==> config.mk <==
export PLATFORM = sky130hd
export DESIGN_NAME = nor_array
export DESIGN_NICKNAME = d
export VERILOG_FILES = /design/src/rtl/nor_cmd_pkg.sv /design/src/rtl/nor_array.sv
export SDC_FILE = /design/constraint.sdc
export NUM_CORES = 2
export LEC_CHECK = 0
export ABC_CLOCK_PERIOD_IN_PS = 1600
export BUFFER_PORTS_ARGS = -buffer_cell sky130_fd_sc_hd__buf_2
export CORE_UTILIZATION = 50
export DETAILED_ROUTE_END_ITERATION = 7
export PLACE_DENSITY_LB_ADDON = 0.25
export SYNTH_ARGS = -nofsm -noshare
export SYNTH_HDL_FRONTEND = slang
export SYNTH_SLANG_ARGS = --single-unit
==> constraint.sdc <==
create_clock -name clk_i -period 1.6 [get_ports clk_i]
set_input_delay 0.32 -clock clk_i [delete_from_list [all_inputs] [get_ports clk_i]]
set_output_delay 0.32 -clock clk_i [all_outputs]
set_load 0.01 [all_outputs]
==> src/rtl/nor_cmd_pkg.sv <==
package nor_cmd_pkg;

  typedef enum logic [2:0] {
    ST_IDLE,
    ST_KEY1,
    ST_KEY2,
    ST_PROG,
    ST_ERA1,
    ST_ERA2,
    ST_ERA3
  } seq_st_e;

  localparam logic [7:0] KEY_A     = 8'hAA;
  localparam logic [7:0] KEY_B     = 8'h55;
  localparam logic [7:0] OP_PROG   = 8'hA0;
  localparam logic [7:0] OP_ERASE  = 8'h80;
  localparam logic [7:0] OP_CHIP   = 8'h10;
  localparam logic [7:0] OP_SECT_A = 8'h30;
  localparam logic [7:0] OP_SECT_B = 8'h50;
  localparam logic [7:0] OP_ID_IN  = 8'h90;
  localparam logic [7:0] OP_ID_OUT = 8'hF0;

  localparam int TOG_HI = 6;
  localparam int TOG_LO = 2;

endpackage

==> src/rtl/nor_array.sv <==
module nor_array
  import nor_cmd_pkg::*;
#(
  parameter int          AW      = 16,
  parameter int          DW      = 16,
  parameter int          MEM_AW  = 6,
  parameter int          SECT_AW = 4,
  parameter logic [DW-1:0] MFR_ID = DW'(16'h00BF),
  parameter logic [DW-1:0] DEV_ID = DW'(16'h27C3)
) (
  input  logic              clk_i,
  input  logic              rst_ni,
  input  logic              prog_go_i,
  input  logic              sect_go_i,
  input  logic              chip_go_i,
  input  logic [MEM_AW-1:0] op_addr_i,
  input  logic [DW-1:0]     op_data_i,
  input  logic              rd_i,
  input  logic [AW-1:0]     rd_addr_i,
  input  logic              busy_i,
  input  logic              id_mode_i,
  output logic [DW-1:0]     rd_data_o
);

  localparam int NWORDS = 1 << MEM_AW;
  localparam int SW     = MEM_AW - SECT_AW;

  logic [NWORDS-1:0][DW-1:0] words;
  logic [SW-1:0]             op_sect;
  logic                      launch;
  logic                      tog_q;
  logic [DW-1:0]             stat_w;

  assign op_sect = op_addr_i[MEM_AW-1:SECT_AW];
  assign launch  = prog_go_i | sect_go_i | chip_go_i;

  for (genvar g = 0; g < NWORDS; g++) begin : g_word
    localparam logic [MEM_AW-1:0] IDX = MEM_AW'(g);
    logic [DW-1:0] word_q;
    always_ff @(posedge clk_i or negedge rst_ni) begin
      if (!rst_ni)
        word_q <= '1;
      else if (chip_go_i || (sect_go_i && op_sect == IDX[MEM_AW-1:SECT_AW]))
        word_q <= '1;
      else if (prog_go_i && op_addr_i == IDX)
        word_q <= word_q & op_data_i;
    end
    assign words[g] = word_q;
  end

  always_comb begin
    stat_w         = '0;
    stat_w[TOG_HI] = tog_q;
    stat_w[TOG_LO] = tog_q;
  end

  always_ff @(posedge clk_i or negedge rst_ni) begin
    if (!rst_ni) begin
      rd_data_o <= '0;
      tog_q     <= 1'b0;
    end else begin
      if (rd_i && busy_i) tog_q <= ~tog_q;
      else if (launch)    tog_q <= 1'b0;
      if (rd_i) begin
        if (busy_i)                                  rd_data_o <= stat_w;
        else if (id_mode_i && rd_addr_i == '0)       rd_data_o <= MFR_ID;
        else if (id_mode_i && rd_addr_i == AW'(1))   rd_data_o <= DEV_ID;
        else                                         rd_data_o <= words[rd_addr_i[MEM_AW-1:0]];
      end
    end
  end

endmodule

After elaboration in Yosys (flattened, before gate mapping)
Cells that the tools add are included.
{"block": "word_totals", "ff_bits": 1041, "inputBits": 46, "word_cells": 479}
{"block": "op_classes", "order_cmp": 1, "n_eq_ne": 67, "muxes": 135, "bitwise": 67, "n_reduce_logical": 143}
{"cell": "$mux 16", "n": 132}
{"cell": "$and 16x16->16", "n": 64}
{"cell": "$eq 6x6->1 const B", "n": 32}
{"cell": "$reduce_bool 2->1", "n": 65}
{"cell": "$bmux 16 s6", "n": 1}
{"cell": "$eq 6x5->1 const B", "n": 16}
{"cell": "$logic_and 1x1->1", "n": 71}
{"cell": "$eq 6x4->1 const B", "n": 8}
{"cell": "$eq 6x3->1 const B", "n": 4}
{"cell": "$eq 16x1->1 const B", "n": 1}
{"cell": "$logic_not 16->1", "n": 1}
{"cell": "$eq 6x2->1 const B", "n": 2}
{"cell": "$lt 6x7->1 const B", "n": 1}
{"cell": "$eq 6x1->1 const B", "n": 1}
{"cell": "$logic_not 6->1", "n": 1}
{"cell": "$eq 2x2->1 const B", "n": 2}
{"cell": "$logic_or 1x1->1", "n": 4}
{"cell": "$eq 2x1->1 const B", "n": 1}
{"cell": "$logic_not 2->1", "n": 1}
{"cell": "$mux 1", "n": 2}
{"cell": "$or 1x1->1", "n": 2}
{"cell": "$not 1->1", "n": 1}

Depth between registers and ports, before layout
{"block": "logic_depth", "depth_word": 5, "ltp_mapped": 11, "ltp_nobuf": 5}

Least setup slack after synthesis
Ideal clock, no wire load.
{"block": "synth_timing", "kind": "input to register", "start": "in rd_addr_i[0]", "end": "reg rd_data_o[0]", "setup_ns": 0.131, "arrival_ns": 2.029, "t_required_ns": 1.469, "slack_ns": -0.560, "path_stages": 8, "path_cell_list": "buf_6 > buf_6 > buf_6 > buf_2 > mux4_2 > mux4_2 > o2111ai_1 > nand3_1"}
{"block": "synth_between", "elab_chain_cells": 5, "elab_cells_between_ends": 9, "classes_between": "eq/ne: 1; mux: 5; reduce/logical: 3"}
{"item": "start, declared", "line": "nor_array.sv:19", "source": "input logic [AW-1:0] rd_addr_i,"}
{"item": "$bmux 16 s6 or $eq 16x1->1 (tied branches)", "line": "nor_array.sv:68, nor_array.sv:67"}
{"item": "$mux 16 (implied by the code) or $logic_and 1x1->1 (tied branches)", "line": "nor_array.sv:68, nor_array.sv:67"}
{"item": "$mux 16", "line": "nor_array.sv:67", "source": "else if (id_mode_i && rd_addr_i == AW'(1)) rd_data_o <= DEV_ID;"}
{"item": "$mux 16 *", "line": "nor_array.sv:66", "source": "else if (id_mode_i && rd_addr_i == '0) rd_data_o <= MFR_ID;"}
{"item": "$mux 16 *", "line": "nor_array.sv:65", "source": "if (busy_i) rd_data_o <= stat_w;"}
{"item": "end signal, assigned", "line": "nor_array.sv:65"}
{"item": "end signal, assigned", "line": "nor_array.sv:68", "source": "else rd_data_o <= words[rd_addr_i[MEM_AW-1:0]];"}
{"item": "end, declared", "line": "nor_array.sv:22", "source": "output logic [DW-1:0] rd_data_o"}
Mark *: on every way between the ends. The rest lies on a longest branch, timed or not. The select of a mux whose other input is x is not followed.
A chain may end at the register's enable or synchronous reset.

Final worst setup path
{"block": "layout_timing", "start": "reg g_word[36].word_q[11]", "end": "reg rd_data_o[11]"}
{"block": "layout_between", "elab_chain_cells": 5}
{"item": "start, declared", "line": "nor_array.sv:39", "source": "logic [DW-1:0] word_q;"}
{"item": "start signal, assigned", "line": "nor_array.sv:46", "source": "word_q <= word_q & op_data_i;"}
{"item": "$bmux 16 s6", "line": "nor_array.sv:68"}
{"item": "$mux 16 (implied by the code)", "line": "nor_array.sv:68"}
{"item": "$mux 16", "line": "nor_array.sv:67"}
{"item": "$mux 16", "line": "nor_array.sv:66"}
{"item": "$mux 16", "line": "nor_array.sv:65"}
No other way between the ends. The select of a mux whose other input is x is not followed.

==> flow_metrics.py <==
metrics = {
    "sta": {
        "slew_headroom_pct": 49.46,
        "fin_skew_ns": 0.02846,
        "rsz0062_at_grt": "yes",
        "finalSetupViolCount": 24,
        "tightestPinTransition_ns": 0.7581,
        "fin_hold_ws_ns": 0.03320,
        "fin_crit_sh_pct": 128.5,
        "setup_slack_ns": -0.4564,
        "hold_violations": 0,
        "fmax_mhz": 486.3,
        "period_needed_ns": 2.056,
        "slew_violations": 0,
        "tns_ns": -3.160,
    },
    "routing": {
        "ant_nets": 0,
        "dr.pass1.iters": 6,
        "drt_iter0_drc": 3598,
        "drt_wl_total_mm": 144.8,
        "vias": 35002,
        "vias_per_cell": 6.114,
        "drc": 0,
        "post_drt_wl_per_cell_um": 25.29,
    },
    "setup_path": {
        "crit_path_end_kind": "flip-flop",
        "cp-start-kind": "flip-flop",
        "crit_top_cell": "mux4_2",
        "worstPathRequired_ns": 2.17,
        "cp_slowest_cell": "mux4_2",
        "r2r-end": "rd_data_o[11]",
        "crit_type": "reg2reg",
        "r2r_slack_ns": -0.46,
        "ff2ff_path_depth": 5,
        "cp_data_arrival_time_ns": 2.63,
        "max_stage_delay_ns": 0.56,
        "r2r-start": "g_word[36].word_q[11]",
        "critPathLaunch": "g_word[36].word_q[11]",
        "crit_chain": "mux4_2 -> mux4_2 -> a221oi_4 -> buf_4 -> nor3_2",
        "worst-path-max-fanout": 2,
    },
    "cells_and_area": {
        "antenna_cells": 0,
        "syn2layout_area_growth_pct": 20.44,
        "nets": 4444,
        "layoutNonFillerInstCount": 5725,
        "drive_above_1_share_pct": 45.05,
        "final.fill_count": 7211,
        "finalInstanceArea_um2": 56090,
    },
    "floorplan": {
        "coreArea_um2": 91940,
        "core.rowCount": 111,
        "initial_utilization_pct": 50.66,
        "pin_count": 62,
        "dieArea_um2": 94370,
        "dieWidth_um": 307.2,
        "die_y_um": 307.2,
    },
    "synthesis": {
        "synth-main-ff-cell": "dfstp_2",
        "async_flop_share_pct": 100.0,
        "avgSynthCellArea_um2": 11.15,
        "ys_ff_latch": 1041,
        "syn_area_um2": 46570,
        "yosys_warnings": 0,
        "seq_area_frac_synth_pct": 58.68,
        "synth_nets": 4222,
        "synth_cell_types": 57,
        "netlist_instances": 4176,
        "synth_edf_count": 0,
    },
    "place": {
        "hpwlAfterDp_mm": 91.07,
        "place_inst": 5528,
        "gp_congestion": 1.016,
        "placed_area_um2": 52000,
        "io_buffers": 61,
    },
    "status": {
        "status": "complete, but fails checks",
        "violations": "setup timing",
    },
    "min_path": {
        "min_to": "g_word[46].word_q[7]",
        "hold_class": "in2reg",
        "hold-path-cell-count": 3,
        "hold_start": "op_data_i[7]",
    },
    "cts": {
        "cts.clk_slew.worst_paths_ns": 0.06,
        "cts_root_buf": "clkbuf_16",
        "h-tree-depth": 3,
        "cts_tree": "built",
        "cts.sinks": 1041,
        "insertion_delay_ns": 0.69,
        "cts_buffer_depth": 3,
        "tritoncts.num_buffers": 107,
    },
    "global_route": {
        "antenna_found_initial": 5,
        "grt.total_usage_pct": 31.14,
        "grt_max_degree": 96,
        "grt_pass1_wl_mm": 222.0,
        "grt_overflow_total": 0,
        "grt_pass1_vias": 35338,
    },
    "power_and_ir_drop": {
        "p_leak_uw": 0.02038,
        "peakVddDrop_v": 0.0008921,
        "cellPowerDensity_nw_per_um2": 1028,
    },
    "job": {
        "drv_cap": 0,
    },
}
how the worst max path moves through the flow:
stage | endpoint | slack [ns]
global route | rd_data_o[11] | -0.49
detailed placement | rd_data_o[1] | -0.88
finish | rd_data_o[11] | -0.46
floorplan | rd_data_o[10] | -0.44
global placement | rd_data_o[13] | -0.90
CTS | rd_data_o[11] | -0.46
logic make-up after synthesis:
logic type / after synthesis / synth area share, %
buffers and inverters: 393 / 3.632
AOI/OAI and AO/OA: 1141 / 12.85
DFF: 1041 / 58.68
muxes: 323 / 14.05
and+or+nand+nor: 1278 / 10.79
critical path, delay by kind of cell (launching register included):
| kind | cells | cell delay, ns |
|---|---|---|
| muxes | 2 | 0.99 |
| and+or+nand+nor | 1 | 0.03 |
| DFF | 1 | 0.37 |
| AOI/OAI and AO/OA | 1 | 0.35 |
| buffers and inverters | 1 | 0.18 |
Yosys cell counts (6+ instances only):
master	count	area share, %
a22o_1	6	0.11
nand2_1	1149	9.3
mux4_2	264	13
a31oi_1	8	0.11
o21ai_0	1006	11
a211oi_1	7	0.11
buf_4	24	0.39
a21oi_1	14	0.15
nor2_1	35	0.28
o211ai_1	12	0.19
nand3_1	17	0.18
clkbuf_1	272	2.2
buf_2	26	0.28
a22oi_1	29	0.47
nand2b_1	10	0.13
buf_6	11	0.27
o21ai_1	23	0.25
mux2i_1	54	1.2
dfstp_2	1024	58
nor3b_1	7	0.11
dfrtp_1	17	0.91
nor3_1	20	0.21
buf_1	49	0.39
nor2b_1	7	0.094
state kept, by name, summed over array words and instances, names as in the netlist:
register and cells:
g_word.word_q 1024, tog_q 1, rd_data_o 16
cell type report:
class                      instances  area (um^2)  area share (%)
inverter                          10        37.54         0.06692
clock buffer                     140         3015           5.376
tap                             1243         1555           2.773
timing repair buffer             496         5638           10.05
clock inverter                    53        699.4           1.247
multi-input combinational       2742        17810           31.75
sequential                      1041        27340           48.74
cell usage in the layout (no fill, tap or decap), drive strengths merged, types with 6 or more instances in the layout:
| cell | instances |
|---|---|
| a211oi | 7 |
| a21oi | 14 |
| a22o | 6 |
| a22oi | 29 |
| a31oi | 8 |
| buf | 493 |
| bufinv | 15 |
| clkbuf | 141 |
| clkinv | 30 |
| clkinvlp | 10 |
| dfrtp | 17 |
| dfstp | 1024 |
| inv | 8 |
| mux2i | 54 |
| mux4 | 264 |
| nand2 | 1149 |
| nand2b | 10 |
| nand3 | 17 |
| nor2 | 35 |
| nor2b | 7 |
| nor3 | 21 |
| nor3b | 7 |
| o211ai | 12 |
| o21ai | 1029 |
where the power goes:
part           switching (uW)  internal, uW  leakage, uW  total (uW)
clock network           10800         15700      0.00181       26500
registers                 150         26700       0.0110       26800
logic                    2860          1550      0.00759        4410
per-stage QoR:
step	total power, uW	utilization, %	setup WS, ns
finish	57670	61.01	-0.4564
global route	59210	61.01	-0.4950
CTS	57910	60.88	-0.4581
detailed placement	31400	56.56	-0.8829
global placement	31380	56.56	-0.8978
floorplan	29010	-	-0.4424
routing by layer:
layer	global-route usage, %	vias to the layer above	wire (um)
li1	-	15011	-
met1	42.70	18095	58870
met2	47.92	1539	66810
met3	7.391	351	12620
met4	12.73	6	6460
met5	0	-	35
repair_timing:
action | 4_1_cts | 5_1_grt
setup endpoints to repair | 31 | 30
gates cloned | 2 | 1
hold endpoints to repair | 101 | 0
hold buffers | 1 | 0
pin swaps | 24 | 14
gates resized for setup | 38 | 17
setup buffers | 2 | 2
(Power assumes the default switching activity.)
